===== config.mk =====
export PLATFORM = sky130hd
export DESIGN_NAME = pgspi_master
export DESIGN_NICKNAME = d
export VERILOG_FILES = /design/src/rtl/pgspi_pkg.sv /design/src/rtl/pgspi_tick.sv /design/src/rtl/pgspi_frame.sv /design/src/rtl/pgspi_master.sv
export SDC_FILE = /design/constraint.sdc
export NUM_CORES = 1
export LEC_CHECK = 0
export ABC_AREA = 1
export BUFFER_PORTS_ARGS = -buffer_cell sky130_fd_sc_hd__buf_2
export CORE_MARGIN = 2
export CORE_UTILIZATION = 45
export CTS_BUF_LIST = sky130_fd_sc_hd__clkbuf_16
export DETAILED_ROUTE_END_ITERATION = 10
export PLACE_DENSITY = 0.66
export RECOVER_POWER = 100
export SKIP_LAST_GASP = 1
export SLEW_MARGIN = 5
export SYNTH_ARGS = -nofsm -noshare
export SYNTH_HDL_FRONTEND = slang
export SYNTH_SLANG_ARGS = --single-unit

===== constraint.sdc =====
create_clock -name clk -period 5.35 [get_ports clk]
set_clock_uncertainty 0.15 [all_clocks]
set_input_delay 1.07 -clock clk [delete_from_list [all_inputs] [get_ports clk]]
set_output_delay 1.07 -clock clk [all_outputs]
set_load 0.02 [all_outputs]

===== src/rtl/pgspi_pkg.sv =====
package pgspi_pkg;
    localparam int BYTE_W    = 8;
    localparam int DATA_W    = 16;
    localparam int DESC_W    = 18;
    localparam int FRAME_W   = 24;
    localparam logic [BYTE_W-1:0] PAGE_SEL_ADDR = 8'h01;
    localparam logic [1:0] LEN_TWO = 2'd2;

    typedef enum logic [1:0] {
        S_IDLE,
        S_PAGE,
        S_XFER,
        S_WBACK
    } mst_state_e;

    typedef enum logic [2:0] {
        F_IDLE,
        F_LOW,
        F_HIGH,
        F_TAIL,
        F_GAP
    } frm_state_e;
endpackage


===== src/rtl/pgspi_tick.sv =====
module pgspi_tick #(
    parameter int HALF = 2
) (
    input  logic clk,
    input  logic rst_n,
    input  logic en,
    output logic tick
);
    localparam int CW = (HALF > 1) ? $clog2(HALF) : 1;
    localparam logic [CW-1:0] LAST = CW'(HALF - 1);

    logic [CW-1:0] cnt;

    always_ff @(posedge clk or negedge rst_n) begin
        if (!rst_n)
            cnt <= '0;
        else if (!en || cnt == LAST)
            cnt <= '0;
        else
            cnt <= cnt + 1'b1;
    end

    assign tick = en && (cnt == LAST);
endmodule


===== src/rtl/pgspi_frame.sv =====
module pgspi_frame
    import pgspi_pkg::*;
#(
    parameter int HALF = 2
) (
    input  logic                 clk,
    input  logic                 rst_n,
    input  logic                 start,
    input  logic [FRAME_W-1:0]   tx,
    input  logic                 three,
    output logic                 fin,
    output logic [DATA_W-1:0]    rx,
    output logic                 sclk,
    output logic                 cs_n,
    output logic                 mosi,
    input  logic                 miso
);
    localparam int BCW = $clog2(FRAME_W + 1);
    localparam logic [BCW-1:0] BITS_3 = BCW'(3 * BYTE_W);
    localparam logic [BCW-1:0] BITS_2 = BCW'(2 * BYTE_W);

    frm_state_e           st;
    logic [FRAME_W-1:0]   txsh;
    logic [DATA_W-1:0]    rxsh;
    logic [BCW-1:0]       bits;
    logic                 gapc;
    logic                 tick;
    logic                 tick_en;
    logic                 load;

    assign tick_en = (st != F_IDLE);

    pgspi_tick #(.HALF(HALF)) u_tick (
        .clk  (clk),
        .rst_n(rst_n),
        .en   (tick_en),
        .tick (tick)
    );

    assign fin  = (st == F_GAP) && tick && gapc;
    assign load = start && ((st == F_IDLE) || fin);

    always_ff @(posedge clk or negedge rst_n) begin
        if (!rst_n) begin
            st   <= F_IDLE;
            txsh <= '0;
            rxsh <= '0;
            bits <= '0;
            gapc <= 1'b0;
            sclk <= 1'b0;
            cs_n <= 1'b1;
        end else if (load) begin
            st   <= F_LOW;
            txsh <= tx;
            bits <= three ? BITS_3 : BITS_2;
            gapc <= 1'b0;
            sclk <= 1'b0;
            cs_n <= 1'b0;
        end else begin
            unique case (st)
                F_IDLE: ;
                F_LOW: if (tick) begin
                    sclk <= 1'b1;
                    rxsh <= {rxsh[DATA_W-2:0], miso};
                    st   <= F_HIGH;
                end
                F_HIGH: if (tick) begin
                    sclk <= 1'b0;
                    if (bits == BCW'(1)) begin
                        st <= F_TAIL;
                    end else begin
                        bits <= bits - 1'b1;
                        txsh <= {txsh[FRAME_W-2:0], 1'b0};
                        st   <= F_LOW;
                    end
                end
                F_TAIL: if (tick) begin
                    cs_n <= 1'b1;
                    st   <= F_GAP;
                end
                F_GAP: if (tick) begin
                    if (gapc)
                        st <= F_IDLE;
                    else
                        gapc <= 1'b1;
                end
                default: st <= F_IDLE;
            endcase
        end
    end

    assign mosi = cs_n ? 1'b0 : txsh[FRAME_W-1];
    assign rx   = rxsh;
endmodule


===== src/rtl/pgspi_master.sv =====
module pgspi_master
    import pgspi_pkg::*;
#(
    parameter int HALF = 2
) (
    input  logic                clk,
    input  logic                rst_n,
    input  logic                req_valid,
    input  logic [DESC_W-1:0]   req_desc,
    input  logic                req_write,
    input  logic                req_rmw,
    input  logic [DATA_W-1:0]   req_wdata,
    input  logic [DATA_W-1:0]   req_mask,
    output logic                busy,
    output logic                done,
    output logic [DATA_W-1:0]   rdata,
    output logic                sclk,
    output logic                cs_n,
    output logic                mosi,
    input  logic                miso
);
    mst_state_e st, st_nx;

    // descriptor fields of the incoming request
    logic [BYTE_W-2:0] in_addr;
    logic [BYTE_W-1:0] in_page;
    logic              in_two;
    logic              in_rd;
    logic              unused_desc_b7;

    assign in_addr        = req_desc[BYTE_W-2:0];
    assign unused_desc_b7 = req_desc[BYTE_W-1];
    assign in_page        = req_desc[2*BYTE_W-1:BYTE_W];
    assign in_two         = (req_desc[DESC_W-1:2*BYTE_W] == LEN_TWO);
    assign in_rd          = req_rmw || !req_write;

    // latched request
    logic [BYTE_W-2:0] addr_q;
    logic [BYTE_W-1:0] page_q;
    logic              two_q;
    logic              rd_q;
    logic              rmw_q;
    logic [DATA_W-1:0] wd_q;
    logic [DATA_W-1:0] mk_q;
    logic [BYTE_W-1:0] cur_page;

    // frame engine interface
    logic               f_start;
    logic [FRAME_W-1:0] f_tx;
    logic               f_three;
    logic               f_fin;
    logic [DATA_W-1:0]  f_rx;

    logic [DATA_W-1:0]  rx_val;
    logic [DATA_W-1:0]  merged;
    logic               page_miss;

    assign rx_val    = two_q ? f_rx : {{BYTE_W{1'b0}}, f_rx[BYTE_W-1:0]};
    assign merged    = (rx_val & ~mk_q) | (wd_q & mk_q);
    assign page_miss = (in_page != cur_page);

    function automatic logic [FRAME_W-1:0] acc_frame(
        input logic [BYTE_W-2:0] a,
        input logic              rd,
        input logic              two,
        input logic [DATA_W-1:0] wd
    );
        logic [BYTE_W-1:0] hdr;
        hdr = {rd, a};
        if (rd)
            return {hdr, {DATA_W{1'b0}}};
        else if (two)
            return {hdr, wd};
        else
            return {hdr, wd[BYTE_W-1:0], {BYTE_W{1'b0}}};
    endfunction

    pgspi_frame #(.HALF(HALF)) u_frame (
        .clk  (clk),
        .rst_n(rst_n),
        .start(f_start),
        .tx   (f_tx),
        .three(f_three),
        .fin  (f_fin),
        .rx   (f_rx),
        .sclk (sclk),
        .cs_n (cs_n),
        .mosi (mosi),
        .miso (miso)
    );

    // next state
    always_comb begin
        st_nx = st;
        unique case (st)
            S_IDLE:  if (req_valid) st_nx = page_miss ? S_PAGE : S_XFER;
            S_PAGE:  if (f_fin) st_nx = S_XFER;
            S_XFER:  if (f_fin) st_nx = rmw_q ? S_WBACK : S_IDLE;
            S_WBACK: if (f_fin) st_nx = S_IDLE;
            default: st_nx = S_IDLE;
        endcase
    end

    // state register
    always_ff @(posedge clk or negedge rst_n) begin
        if (!rst_n)
            st <= S_IDLE;
        else
            st <= st_nx;
    end

    // frame launch outputs
    always_comb begin
        f_start = 1'b0;
        f_tx    = '0;
        f_three = 1'b0;
        unique case (st)
            S_IDLE: if (req_valid) begin
                f_start = 1'b1;
                if (page_miss) begin
                    f_tx    = {PAGE_SEL_ADDR, in_page, {BYTE_W{1'b0}}};
                    f_three = 1'b0;
                end else begin
                    f_tx    = acc_frame(in_addr, in_rd, in_two, req_wdata);
                    f_three = in_two;
                end
            end
            S_PAGE: if (f_fin) begin
                f_start = 1'b1;
                f_tx    = acc_frame(addr_q, rd_q, two_q, wd_q);
                f_three = two_q;
            end
            S_XFER: if (f_fin && rmw_q) begin
                f_start = 1'b1;
                f_tx    = acc_frame(addr_q, 1'b0, two_q, merged);
                f_three = two_q;
            end
            S_WBACK: ;
            default: ;
        endcase
    end

    // request latch, page cache and result
    always_ff @(posedge clk or negedge rst_n) begin
        if (!rst_n) begin
            addr_q   <= '0;
            page_q   <= '0;
            two_q    <= 1'b0;
            rd_q     <= 1'b0;
            rmw_q    <= 1'b0;
            wd_q     <= '0;
            mk_q     <= '0;
            cur_page <= '0;
            done     <= 1'b0;
            rdata    <= '0;
        end else begin
            done <= 1'b0;
            if (st == S_IDLE && req_valid) begin
                addr_q <= in_addr;
                page_q <= in_page;
                two_q  <= in_two;
                rd_q   <= in_rd;
                rmw_q  <= req_rmw;
                wd_q   <= req_wdata;
                mk_q   <= req_mask;
            end
            if (st == S_PAGE && f_fin)
                cur_page <= page_q;
            if (st == S_XFER && f_fin) begin
                rdata <= rd_q ? rx_val : '0;
                if (!rmw_q)
                    done <= 1'b1;
            end
            if (st == S_WBACK && f_fin)
                done <= 1'b1;
        end
    end

    assign busy = (st != S_IDLE);
endmodule


Word-level counts from Yosys, hierarchy flattened
Cells that the tools add are included.

Word-level logic and storage cells: 135. Register bits: 129. Output and inout bits: 21. Bits of input ports: 56.

Eq/ne operators: 21. Muxes and demuxes: 58. Reductions and logical operators: 30. Bitwise logic cells: 5. Add/subtract/negate cells: 2.

Operators by type and width (number): $mux 24 (9); $mux 16 (5); $pmux 24 s3 (1); $and 16x16->16 (2); $mux 23 (1); $mux 5 (4); $mux 1 (19); $mux 3 (6); $not 16->16 (1); $or 16x16->16 (1); $ne 3x1->1 const B (5); $pmux 3 s5 (1); $mux 2 (7); $reduce_bool 2->1 (5); $logic_and 1x1->1 (9); $reduce_and 3->1 (3); $ne 2x2->1 const B (4); $ne 8x8->1 (1); $pmux 2 s4 (1); $eq 2x2->1 const B (3); $eq 3x2->1 const B (2); $pmux 1 s3 (2); $reduce_and 6->1 (1); $reduce_bool 3->1 (2); other kinds (16) (21).

Depth between registers and ports, before layout
Gate-level depths: netlist (run 1).

Word-level depth: 10. Gate-level depth with buffers: 13. Gate-level depth less buffers: 12.

Modules after synthesis
Synthesis (run 1) repeated with hierarchy kept, for this count alone.

Cells, all modules: 861. Area, all modules: 6836.6 sq um.

By module, submodules not included: pgspi_master (area an instance 4285.4 sq um, cells each 582, times used 1, sequential area each 1926.8 sq um); pgspi_frame (area an instance 2508.7 sq um, cells each 274, times used 1, sequential area each 1277.5 sq um); pgspi_tick (area an instance 42.5 sq um, cells each 5, times used 1, sequential area each 25.0 sq um).

Worst setup path after synthesis (run 1)
OpenSTA, ideal clock, no wires.

Path type: input-to-reg. From: input port req_desc[9]. To: register st[1]. Arrival time: 2081 ps. Required time: 5113 ps. Buffers on the path: 0. Stages: 9. Setup slack: 3032 ps. Library setup time: 87 ps. Cell sequence: inv_1 nand2_1 nand2_1 nand2_1 nor2_2 nand2_1 clkinv_1 nand2_1 a22oi_1.

Cells in the longest elaborated chain, start to end: 4.

Ends and longest elaborated chain: from (decl) (RTL line pgspi_master.sv:9) `input logic [DESC_W-1:0] req_desc,`; $ne 8x8->1 (RTL line pgspi_master.sv:60) `assign page_miss = (in_page != cur_page);`; $mux 2 (2 in a row) (RTL line pgspi_master.sv:96) `S_IDLE: if (req_valid) st_nx = page_miss ? S_PAGE : S_XFER;`; $pmux 2 s4 (RTL line pgspi_master.sv:95) `unique case (st)`; to (signal assigned) (RTL line pgspi_master.sv:109) `st <= st_nx;`; to (decl) (RTL line pgspi_master.sv:22) `mst_state_e st, st_nx;`.

Every way passes these cells. The select of a mux whose other input is x is not followed. A chain may end at the register's enable or synchronous reset.

Worst setup path after layout (run 1)
From: register u_frame.st[1]. To: register u_frame.txsh[5].

Cells in the longest elaborated chain, start to end: 10. Elaborated cells between the ends (all ways): 21. Those cells by class: eq/ne: 3; mux: 7; reduce/logical: 11.

Ends and longest elaborated chain: from (decl) (RTL line pgspi_frame.sv:22) `frm_state_e st;`; from (signal assigned) (RTL line pgspi_frame.sv:45) `st <= F_IDLE;`; from (signal assigned) (RTL line pgspi_frame.sv:53) `st <= F_LOW;`; from (signal assigned) (RTL line pgspi_frame.sv:65) `st <= F_HIGH;`; $reduce_bool 3->1 (RTL line pgspi_frame.sv:31) `assign tick_en = (st != F_IDLE);`; $logic_and 1x1->1 (RTL line pgspi_tick.sv:23) `assign tick = en && (cnt == LAST);`; $logic_and 1x1->1 (2 in a row) (RTL line pgspi_frame.sv:40) `assign fin = (st == F_GAP) && tick && gapc;`; $logic_and 1x1->1 (RTL line pgspi_master.sv:133) `S_XFER: if (f_fin && rmw_q) begin`; $mux 1 (RTL line pgspi_master.sv:133); $pmux 1 s3 (RTL line pgspi_master.sv:117) `unique case (st)`; $logic_and 1x1->1 (RTL line pgspi_frame.sv:41) `assign load = start && ((st == F_IDLE) || fin);`; $ne 2x1->1 (no source line) or $reduce_bool 2->1 (tied branches); $reduce_and 3->1 (no source line); to (signal assigned) (RTL line pgspi_frame.sv:54) `txsh <= tx;`; to (signal assigned) (RTL line pgspi_frame.sv:73) `txsh <= {txsh[FRAME_W-2:0], 1'b0};`; to (decl) (RTL line pgspi_frame.sv:23) `logic [FRAME_W-1:0] txsh;`.

Several ways; a longest one is shown, not always the timed one.

==> results.json, run 1 <==
{
  "violations": "max-capacitance violations, max-slew violations",
  "drc": 0,
  "final_cell_mix": "nand2_1 (302), dfrtp_1 (128), o21ai_0 (99), inv_1 (87), nand3_1 (84)",
  "drt-total-wl_um": 17000,
  "layout_commonest_cell": "nand2_1",
  "io_buffers": 75,
  "finalNonFillerCells": 1169,
  "cts_hold_buf": 0,
  "cts-root-buf": "clkbuf_16",
  "maxSlewViolCount": 151,
  "cts_sinks": 129,
  "die_h_um": 126,
  "worst_slew_pin_slew_ns": 1.90,
  "drt_first_pass_iters": 5,
  "postSynthAreaPerCell_um2": 7.35,
  "num_rows": 44,
  "vias_per_cell": 5.11,
  "grt-ovfl-total": 0,
  "grt_use_met3": 0.0523,
  "cts_resized": 0,
  "crit_buf_inv": 1,
  "crit_fanout": 31,
  "cp.arrival_ns": 3.93,
  "fmax_mhz": 270,
  "worst-endpoint-required_ns": 5.57,
  "clk_pin_slew_worst_paths_ns": 0.06,
  "hold_viol_final": 0,
  "critical_path.cell_chain": "nor2_1 > nand3_1 > nor2_2 > clkbuf_1 > nand3_1 > nand2_1 > nand2_1 > nand3_1 > nand2_1 > nand2_1",
  "synth_area_um2": 6700,
  "cts_tree": "done",
  "ir_worst_vdd_mv": 0.351,
  "coreArea_um2": 14500,
  "status": "complete, but fails checks",
  "p_per_area_nw_per_um2": 520,
  "die_area_um2": 15900,
  "final.min_clock_period_ns": 3.71,
  "use_met1": 0.325,
  "placed_cells": 1137,
  "ys_types": 31,
  "gp_congestion": 0.862,
  "syn_inst": 911,
  "final_nets": 1034,
  "synth.net_count": 973,
  "grt_pass1_wl_um": 28700,
  "ys_ff_latch": 129,
  "area_delta_synth_final_pct": 14.5,
  "pre_cts_ws_ns": 2.06,
  "synth_warnings": 0,
  "cpMaxStageDelayCell": "clkbuf_1",
  "worst_slack_ns": 1.64,
  "cp-end-kind": "flip-flop",
  "path_class": "reg -> reg",
  "post_cts_buffers": 0,
  "clkLatencyLatePin_ns": 0.43,
  "rsz0062_at_grt": "false",
  "hpwlAfterDp_um": 11500,
  "cts_max_level": 4,
  "pin_count": 77,
  "drive_gt1_frac": 0.0995,
  "power_mw": 3.99,
  "maxCapViolations": 4,
  "grt_usage": 0.226,
  "via_count": 5972,
  "busiest_layer": "met2",
  "worstHoldPathType": "reg -> reg",
  "tns_ns": 0,
  "cts_made_buffers": 17,
  "ys_seq_area_frac": 0.482,
  "setup_viol": 0,
  "drtIter0Drc": 540,
  "start_util": 0.461,
  "p_leak_nw": 3.84,
  "grt_pass1_vias": 5799,
  "fp.dieW_um": 126,
  "nFillCells": 1481,
  "clockBufferDepth": 2,
  "slew_headroom": -0.270,
  "antenna_found_initial": 0,
  "crit_top_cell": "nand2_1",
  "use_met2": 0.339,
  "start_kind": "flip-flop",
  "grt_max_degree": 76,
  "routedWlPerCell_um": 14.5,
  "antennaDiodeCount": 0,
  "cp_top_family": "simple AND/OR/NAND/NOR gates",
  "cpPeakStageDelay_ns": 1.12,
  "period_share": 0.693,
  "ant_nets": 0
}
through the flow:
step                      hold WS, ns  area, um^2   util
after detailed placement        0.315        7190  0.495
after global placement          0.310        7190  0.495
after CTS                       0.327        7750  0.533
after floorplan                 0.298        6700      -
final                           0.327        7670  0.528
after global routing            0.353        7670  0.528
power breakdown:
part	switching [mW]	total, mW	internal (mW)	leakage, nW
clock	0.470	1.11	0.642	0.272
combinational	0.849	1.25	0.404	1.92
sequential	0.278	1.62	1.34	1.64
logic make-up after synthesis:
kind of cell             after synthesis  share of synthesized area
adder cells (fa/ha/maj)                6                     0.0112
multiplexers                           2                    0.00336
AND/OR/NAND/NOR                      485                      0.298
buffers and inverters                136                     0.0803
AO/OA/AOI/OAI                        151                      0.122
XOR/XNOR                               2                    0.00262
flip-flops                           129                      0.482
state kept, by name, indices dropped and copies added (netlist names):
| signal | count |
|---|---|
| done | 1 |
| rdata | 16 |
| two_q | 1 |
| u_frame.gapc | 1 |
| u_frame.sclk | 1 |
| rmw_q | 1 |
| u_frame.bits | 5 |
| rd_q | 1 |
| u_frame.st | 3 |
| mk_q | 16 |
| page_q | 8 |
| wd_q | 16 |
| cur_page | 8 |
| u_frame.txsh | 24 |
| addr_q | 7 |
| u_frame.u_tick.cnt | 1 |
| st | 2 |
| u_frame.cs_n | 1 |
| u_frame.rx | 16 |
metal layers:
layer,up-vias,share of wire,wire length [um]
met2,176,0.44,7450
met5,-,0,0
li1,3033,-,-
met1,2741,0.49,8260
met4,0,0.014,238
met3,22,0.062,1060
synth_stat cells:
cell	instances	share of area
nor2_4	1	0.0017
inv_1	87	0.049
nand2_1	300	0.17
mux2_2	2	0.0034
buf_1	3	0.0017
nor2_2	2	0.0019
nand2_4	1	0.0017
o211ai_1	9	0.010
nor3_1	3	0.0022
nand3_4	1	0.0026
nor3b_1	1	0.0011
a21oi_1	31	0.023
inv_2	3	0.0017
clkbuf_1	26	0.015
nor2_1	80	0.045
a22oi_1	1	0.0011
o21bai_1	9	0.010
o31ai_1	1	0.0011
a21oi_4	1	0.0024
clkinv_1	5	0.0028
nand3_1	83	0.062
or2_2	1	0.00093
xnor2_1	2	0.0026
nand4_1	10	0.0093
dfstp_2	1	0.0039
buf_6	2	0.0034
ha_1	6	0.011
dfrtp_1	128	0.48
buf_2	10	0.0075
o21ai_0	99	0.074
nand2_2	2	0.0019
worst register-to-register path, cell delays in order (launching register included):
cell      delay (ns)
dfrtp_1         0.42
nor2_1          0.35
nand3_1         0.73
nor2_2          0.26
clkbuf_1        1.12
nand3_1         0.17
nand2_1         0.13
nand2_1         0.08
nand3_1         0.13
nand2_1         0.07
nand2_1         0.06
path summary, 6_finish.rpt:
kind | from | end | slack, ns | cells past startpoint
setup reg to reg | u_frame.st[1]$_DFFE_PN0P_ | u_frame.txsh[5]$_DFFE_PN0P_ | 1.64 | 10
max in group asynchronous | rst_n | addr_q[2]$_DFFE_PN0P_ | 1.80 | 2
hold reg to reg | addr_q[4]$_DFFE_PN0P_ | addr_q[4]$_DFFE_PN0P_ | 0.33 | 2
setup / recovery | u_frame.st[1]$_DFFE_PN0P_ | u_frame.txsh[5]$_DFFE_PN0P_ | 1.64 | 10
min in group asynchronous | rst_n | rdata[12]$_DFFE_PN0P_ | 1.03 | 1
hold / removal | addr_q[4]$_DFFE_PN0P_ | addr_q[4]$_DFFE_PN0P_ | 0.33 | 2
cell type report:
cell class,count,area [um^2],share of cell area
Clock buffer,17,425,0.0555
Clock inverter,15,138,0.0179
Inverter,95,357,0.0465
Multi-Input combinational cell,646,2900,0.378
Sequential cell,129,3230,0.421
Tap cell,184,230,0.0300
Timing Repair Buffer,83,390,0.0509
(Power assumes the default switching activity.)
==> run 2, diff against run 1 <==
ABC_AREA = 0   (was 1)
PLACE_DENSITY = 0.69   (was 0.66)
clock period = 3.35 ns   (was 5.35 ns; I/O delays follow)
==> run 2 against run 1 <==
Against the previous run: the run now ends clean; area after synthesis is 2.1% lower; critical path depth fell by 3; sequential share of layout area increased by 1.1 points; via count down 8.7%.
==> results.json, run 2 <==
{
  "synth_ff_type": "dfrtp_1",
  "ys_types": 55,
  "fmax_mhz": 350,
  "hold_path_end": "mk_q[11]$_DFFE_PN0P_",
  "cts_tree": "done",
  "slew_headroom": 0.0848,
  "io_buffers": 75,
  "coreArea_um2": 14400,
  "die_h_um": 125,
  "num_rows": 44,
  "worstHoldPathType": "in -> reg",
  "nFillCells": 1349,
  "cts_resized": 0,
  "cts_hold_buf": 0,
  "clockBufferDepth": 2,
  "vias_per_cell": 5.62,
  "worstHoldStart": "req_mask[11]",
  "yosysMostFrequentCell": "nand2_1",
  "crit_buf_inv": 2,
  "synth_area_um2": 6550,
  "tns_ns": 0,
  "worst_slew_pin_slew_ns": 1.37,
  "setup_viol": 0,
  "ys_seq_area_frac": 0.493,
  "cts_sinks": 129,
  "cp.depth": 7,
  "antennaDiodeCount": 0,
  "start_util": 0.456,
  "postSynthAreaPerCell_um2": 9.14,
  "drt-total-wl_um": 16800,
  "synthTopCellsByArea": "dfrtp_1 (49%), nand2_1 (13%), mux2_2 (4.1%), mux2i_1 (4.0%), nand3_1 (2.1%)",
  "synth_edf_count": 0,
  "rr_startpoint": "st[0]$_DFFE_PN0P_",
  "routedWlPerCell_um": 17.3,
  "gp_congestion": 0.921,
  "finalNonFillerCells": 970,
  "cpPeakStageDelay_ns": 0.66,
  "ant_nets": 0,
  "period_share": 0.854,
  "reg2reg_setup_slack_ns": 0.49,
  "cp_top_family": "simple AND/OR/NAND/NOR gates",
  "final_nets": 839,
  "synth.net_count": 779,
  "clk_pin_slew_worst_paths_ns": 0.05,
  "synth_common_cells": "nand2_1 (233), dfrtp_1 (128), nor2_1 (29)",
  "cp.arrival_ns": 3.04,
  "critical_path.cell_chain": "inv_1 > ha_1 > nand2_1 > clkbuf_2 > nor4_1 > a311oi_1 > a211oi_1",
  "yosys.area.top_type": "dfrtp_1",
  "grt-ovfl-total": 0,
  "start_kind": "flip-flop",
  "drc": 0,
  "syn_inst": 717,
  "largest_register_ffs": 24,
  "hpwlAfterDp_um": 11500,
  "regMostFlops": "u_frame.txsh",
  "grt_pass1_vias": 5543,
  "crit_fanout": 51,
  "area_delta_synth_final_pct": 14.0,
  "via_count": 5450,
  "die_area_um2": 15500,
  "ys_ff_latch": 129,
  "grt_max_degree": 57,
  "maxCapViolations": 0,
  "worst-endpoint-required_ns": 3.53,
  "drt_first_pass_iters": 4,
  "ff2ff_path_depth": 7,
  "fin_util": 0.520,
  "cpMaxStageDelayCell": "nor4_1",
  "layout_commonest_cell": "nand2_1",
  "cts_made_buffers": 17,
  "drive_gt1_frac": 0.155,
  "reg2reg_to": "u_frame.bits[3]$_DFFE_PN0P_",
  "cts_max_level": 4,
  "grt_usage": 0.228,
  "post_cts_buffers": 0,
  "fp.dieW_um": 125,
  "clkLatencyLatePin_ns": 0.42,
  "drtIter0Drc": 374,
  "grt_pass1_wl_um": 28300,
  "final_cell_mix": "nand2_1 (234), dfrtp_1 (128), buf_2 (53), nor2_1 (29), nand3_1 (27)",
  "synth_warnings": 0,
  "p_leak_nw": 3.41,
  "hold_depth": 3,
  "maxSlewViolCount": 0,
  "hold_viol_final": 0,
  "final.min_clock_period_ns": 2.86,
  "antenna_found_initial": 0,
  "cp-end-kind": "flip-flop",
  "ir_worst_vdd_mv": 0.304,
  "yosysTopAreaCellShare": 0.489,
  "rsz0062_at_grt": "false",
  "placed_cells": 942,
  "status": "finished, final reports clean",
  "p_per_area_nw_per_um2": 454,
  "path_class": "reg -> reg",
  "cts-root-buf": "clkbuf_16",
  "pin_count": 77,
  "async_reset_ff_frac": 1.00
}
run 2: cell count changes in the layout (fill, tap and decap cells not counted), moves of 14 or more:
cell,before,now
nand3_1,84,27
mux2i_1,0,26
nand2_1,302,234
o21ai_0,99,21
mux2_2,2,24
a32oi_1,0,14
inv_1,87,10
nor2_1,81,29
run 2: layout make-up:
cell class | count | area, um^2 | area share
Clock buffer | 17 | 425 | 0.0569
Multi-Input combinational cell | 532 | 3010 | 0.403
Clock inverter | 11 | 101 | 0.0136
Tap cell | 184 | 230 | 0.0308
Timing Repair Buffer | 88 | 438 | 0.0586
Inverter | 9 | 33.8 | 0.00452
Sequential cell | 129 | 3230 | 0.432
run 2: cells by family (layout without fill, tap and decap cells):
kind of cell	count (synthesis)	after routing	share of synthesized area
adders and majority gates	6	6	0.0115
xor gates and xnor gates	11	11	0.0147
buffers and inverters	56	125	0.0395
and+or+nand+nor	358	358	0.243
AOI/OAI and AO/OA	107	107	0.117
DFF	129	129	0.493
muxes	50	50	0.0809
run 2: how the worst max path moves through the flow:
stage	startpoint	end	slack, ns
floorplan	st[0]$_DFFE_PN0P_	u_frame.bits[3]$_DFFE_PN0P_	1.08
global placement	st[0]$_DFFE_PN0P_	u_frame.bits[3]$_DFFE_PN0P_	0.70
detailed placement	st[0]$_DFFE_PN0P_	u_frame.txsh[14]$_DFFE_PN0P_	0.63
CTS	st[0]$_DFFE_PN0P_	u_frame.txsh[14]$_DFFE_PN0P_	0.63
global route	st[0]$_DFFE_PN0P_	u_frame.bits[3]$_DFFE_PN0P_	0.28
finish	st[0]$_DFFE_PN0P_	u_frame.bits[3]$_DFFE_PN0P_	0.49
run 2: power by group:
part           internal [mW]  switching (mW)  leakage, nW
Sequential              1.57         0.00903         1.74
Combinational         0.0422          0.0733         1.40
Clock                   1.06           0.647        0.261
run 2: routing by layer:
layer | vias to the layer above | GRT usage | part of all wire
met5 | - | 0 | 0
met2 | 175 | 0.357 | 0.48
met1 | 2669 | 0.304 | 0.44
met4 | 0 | 0.101 | 0.027
met3 | 36 | 0.0533 | 0.061
li1 | 2570 | - | -
run 2: tightest hold or removal path, delay by kind of cell:
| kind | cells | cell delay, ns |
|---|---|---|
| AND/OR/NAND/NOR | 2 | 0.08 |
| buffers and inverters | 1 | 0.07 |
run 2: per-stage QoR:
stage          setup WS, ns  area, um^2  hold WS [ns]  power [mW]
2_1_floorplan          1.08        6550         0.224        1.63
3_3_place_gp          0.700        7070         0.306        1.72
3_5_place_dp          0.633        7070         0.309        1.72
4_1_cts               0.633        7600         0.175        3.42
5_1_grt               0.277        7470         0.295        3.51
6_report              0.490        7470         0.286        3.40
==> run 3, diff against run 2 <==
PLACE_DENSITY = 0.74   (was 0.69)
==> run 3 against run 2 <==
Against the previous run: worst setup slack got worse by 0.075 ns; sequential cell count unchanged; sequential power about the same; register-to-register slack got worse by 0.08 ns; maximum frequency decreased by 2.6%; wire length decreased by 1.6%; die area unchanged; critical path depth increased by 1; final cell count increased by 0.72%; critical path type unchanged; clock-buffer cell count unchanged; global-route usage decreased by 0.72 points.
==> results.json, run 3 (synthesis results as in run 2) <==
{
  "drt-total-wl_um": 16500,
  "regMostFlops": "u_frame.txsh",
  "critical_path.cell_chain": "inv_1 > ha_1 > nand2_1 > o21a_1 > or4_1 > buf_4 > a2111oi_0 > a31oi_1",
  "seqCellArea_um2": 3230,
  "post_cts_buffers": 0,
  "drtIter0Drc": 365,
  "final_nets": 842,
  "antennaDiodeCount": 0,
  "grt_pass1_vias": 5229,
  "multi_input_area_um2": 3020,
  "start_util": 0.456,
  "hold_path_end": "mk_q[9]$_DFFE_PN0P_",
  "ant_nets": 0,
  "worst-endpoint-required_ns": 3.48,
  "rsz0062_at_grt": "false",
  "fmax_mhz": 341,
  "cts_max_level": 4,
  "maxCapViolations": 0,
  "clk_pin_slew_worst_paths_ns": 0.06,
  "maxSlewViolCount": 0,
  "path_class": "reg -> reg",
  "num_rows": 44,
  "grt_max_degree": 54,
  "grt_pass1_wl_um": 27200,
  "gp_congestion": 0.849,
  "cts_sinks": 129,
  "antenna_found_initial": 0,
  "cts_made_buffers": 17,
  "crit_fanout": 43,
  "cpPeakStageDelay_ns": 0.53,
  "cts-root-buf": "clkbuf_16",
  "cts_tree": "done",
  "coreArea_um2": 14400,
  "p_leak_nw": 3.49,
  "largest_register_ffs": 24,
  "tns_ns": 0,
  "reg2reg_to": "u_frame.txsh[4]$_DFFE_PN0P_",
  "final_cell_mix": "nand2_1 (234), dfrtp_1 (128), buf_2 (54), nor2_1 (29), nand3_1 (27)",
  "routedWlPerCell_um": 16.9,
  "pin_count": 77,
  "cp-end-kind": "flip-flop",
  "drt_first_pass_iters": 5,
  "setup_viol": 0,
  "p_per_area_nw_per_um2": 502,
  "rr_startpoint": "st[0]$_DFFE_PN0P_",
  "cts_hold_buf": 0,
  "period_share": 0.876,
  "clkLatencyLatePin_ns": 0.43,
  "hold_viol_final": 0,
  "slew_headroom": 0.132,
  "die_h_um": 125,
  "area_delta_synth_final_pct": 16.5,
  "grt-ovfl-total": 0,
  "worstHoldStart": "req_mask[9]",
  "crit_buf_inv": 2,
  "ff2ff_path_depth": 8,
  "worst_slew_pin_slew_ns": 1.30,
  "grt_usage": 0.221,
  "worst_slack_ns": 0.415,
  "start_kind": "flip-flop",
  "drive_gt1_frac": 0.169,
  "ir_worst_vdd_mv": 0.339,
  "die_area_um2": 15500,
  "final.min_clock_period_ns": 2.94,
  "status": "finished, final reports clean",
  "via_count": 5438,
  "hold_depth": 3,
  "cp.arrival_ns": 3.06,
  "nFillCells": 1315,
  "clockBufferDepth": 2,
  "worstHoldPathType": "in -> reg",
  "cp_top_family": "simple AND/OR/NAND/NOR gates",
  "pre_cts_ws_ns": 0.583,
  "reg2reg_setup_slack_ns": 0.41,
  "hpwlAfterDp_um": 11300,
  "cts_resized": 0,
  "layout_commonest_cell": "nand2_1",
  "cpMaxStageDelayCell": "or4_1",
  "io_buffers": 75,
  "drc": 0,
  "vias_per_cell": 5.57,
  "fp.dieW_um": 125
}
==> run 3: cell count changes in the layout (fill, tap and decap cells not counted), moves of 2 or more <==
cell	before	now
clkinv_2	3	1
clkinv_4	0	2
clkinv_1	4	0
buf_4	5	8
inv_6	0	5
bufinv_16	2	6
==> run 3: cell type report <==
| type | instances | area share |
|---|---|---|
| Sequential cell | 129 | 0.423 |
| Multi-Input combinational cell | 532 | 0.395 |
| Timing Repair Buffer | 91 | 0.0583 |
| Clock buffer | 17 | 0.0557 |
| Clock inverter | 15 | 0.0333 |
| Tap cell | 184 | 0.0301 |
| Inverter | 9 | 0.00442 |
==> run 3: metrics by stage <==
step           instances  utilization  hold slack, ns  instance area, um^2  total power, mW
5_1_grt              977        0.532           0.284                 7640             3.94
6_report             977        0.532           0.276                 7640             3.84
4_1_cts              977        0.541           0.162                 7770             3.87
3_3_place_gp         945        0.494           0.306                 7100             1.72
2_1_floorplan        717            -           0.224                 6550             1.63
3_5_place_dp         945        0.494           0.315                 7100             1.73
==> run 3: report_power, final <==
part           switching [mW]  internal, mW
Clock                   0.738          1.41
Combinational          0.0742        0.0415
Sequential            0.00913          1.57
==> run 3: worst max-delay path by stage <==
stage | start | to | slack [ns] | cells after the start
floorplan | st[0]$_DFFE_PN0P_ | u_frame.bits[3]$_DFFE_PN0P_ | 1.08 | 9
global placement | req_valid | u_frame.txsh[23]$_DFFE_PN0P_ | 0.59 | 7
detailed placement | req_valid | u_frame.txsh[23]$_DFFE_PN0P_ | 0.58 | 7
CTS | st[0]$_DFFE_PN0P_ | u_frame.txsh[23]$_DFFE_PN0P_ | 0.68 | 8
global route | st[0]$_DFFE_PN0P_ | u_frame.txsh[18]$_DFFE_PN0P_ | 0.22 | 7
finish | st[0]$_DFFE_PN0P_ | u_frame.txsh[4]$_DFFE_PN0P_ | 0.41 | 8
==> run 3: worst min-delay path, cell delays in order <==
cell,delay [ns]
buf_2,0.07
nand2_1,0.04
nand2_1,0.04
==> run 3: per-layer routing <==
layer	wire length, um	track usage	vias to the layer above
met1	7320	0.311	2653
met5	0	0	-
met4	472	0.0945	0
li1	-	-	2575
met3	1060	0.0503	30
met2	7670	0.331	180
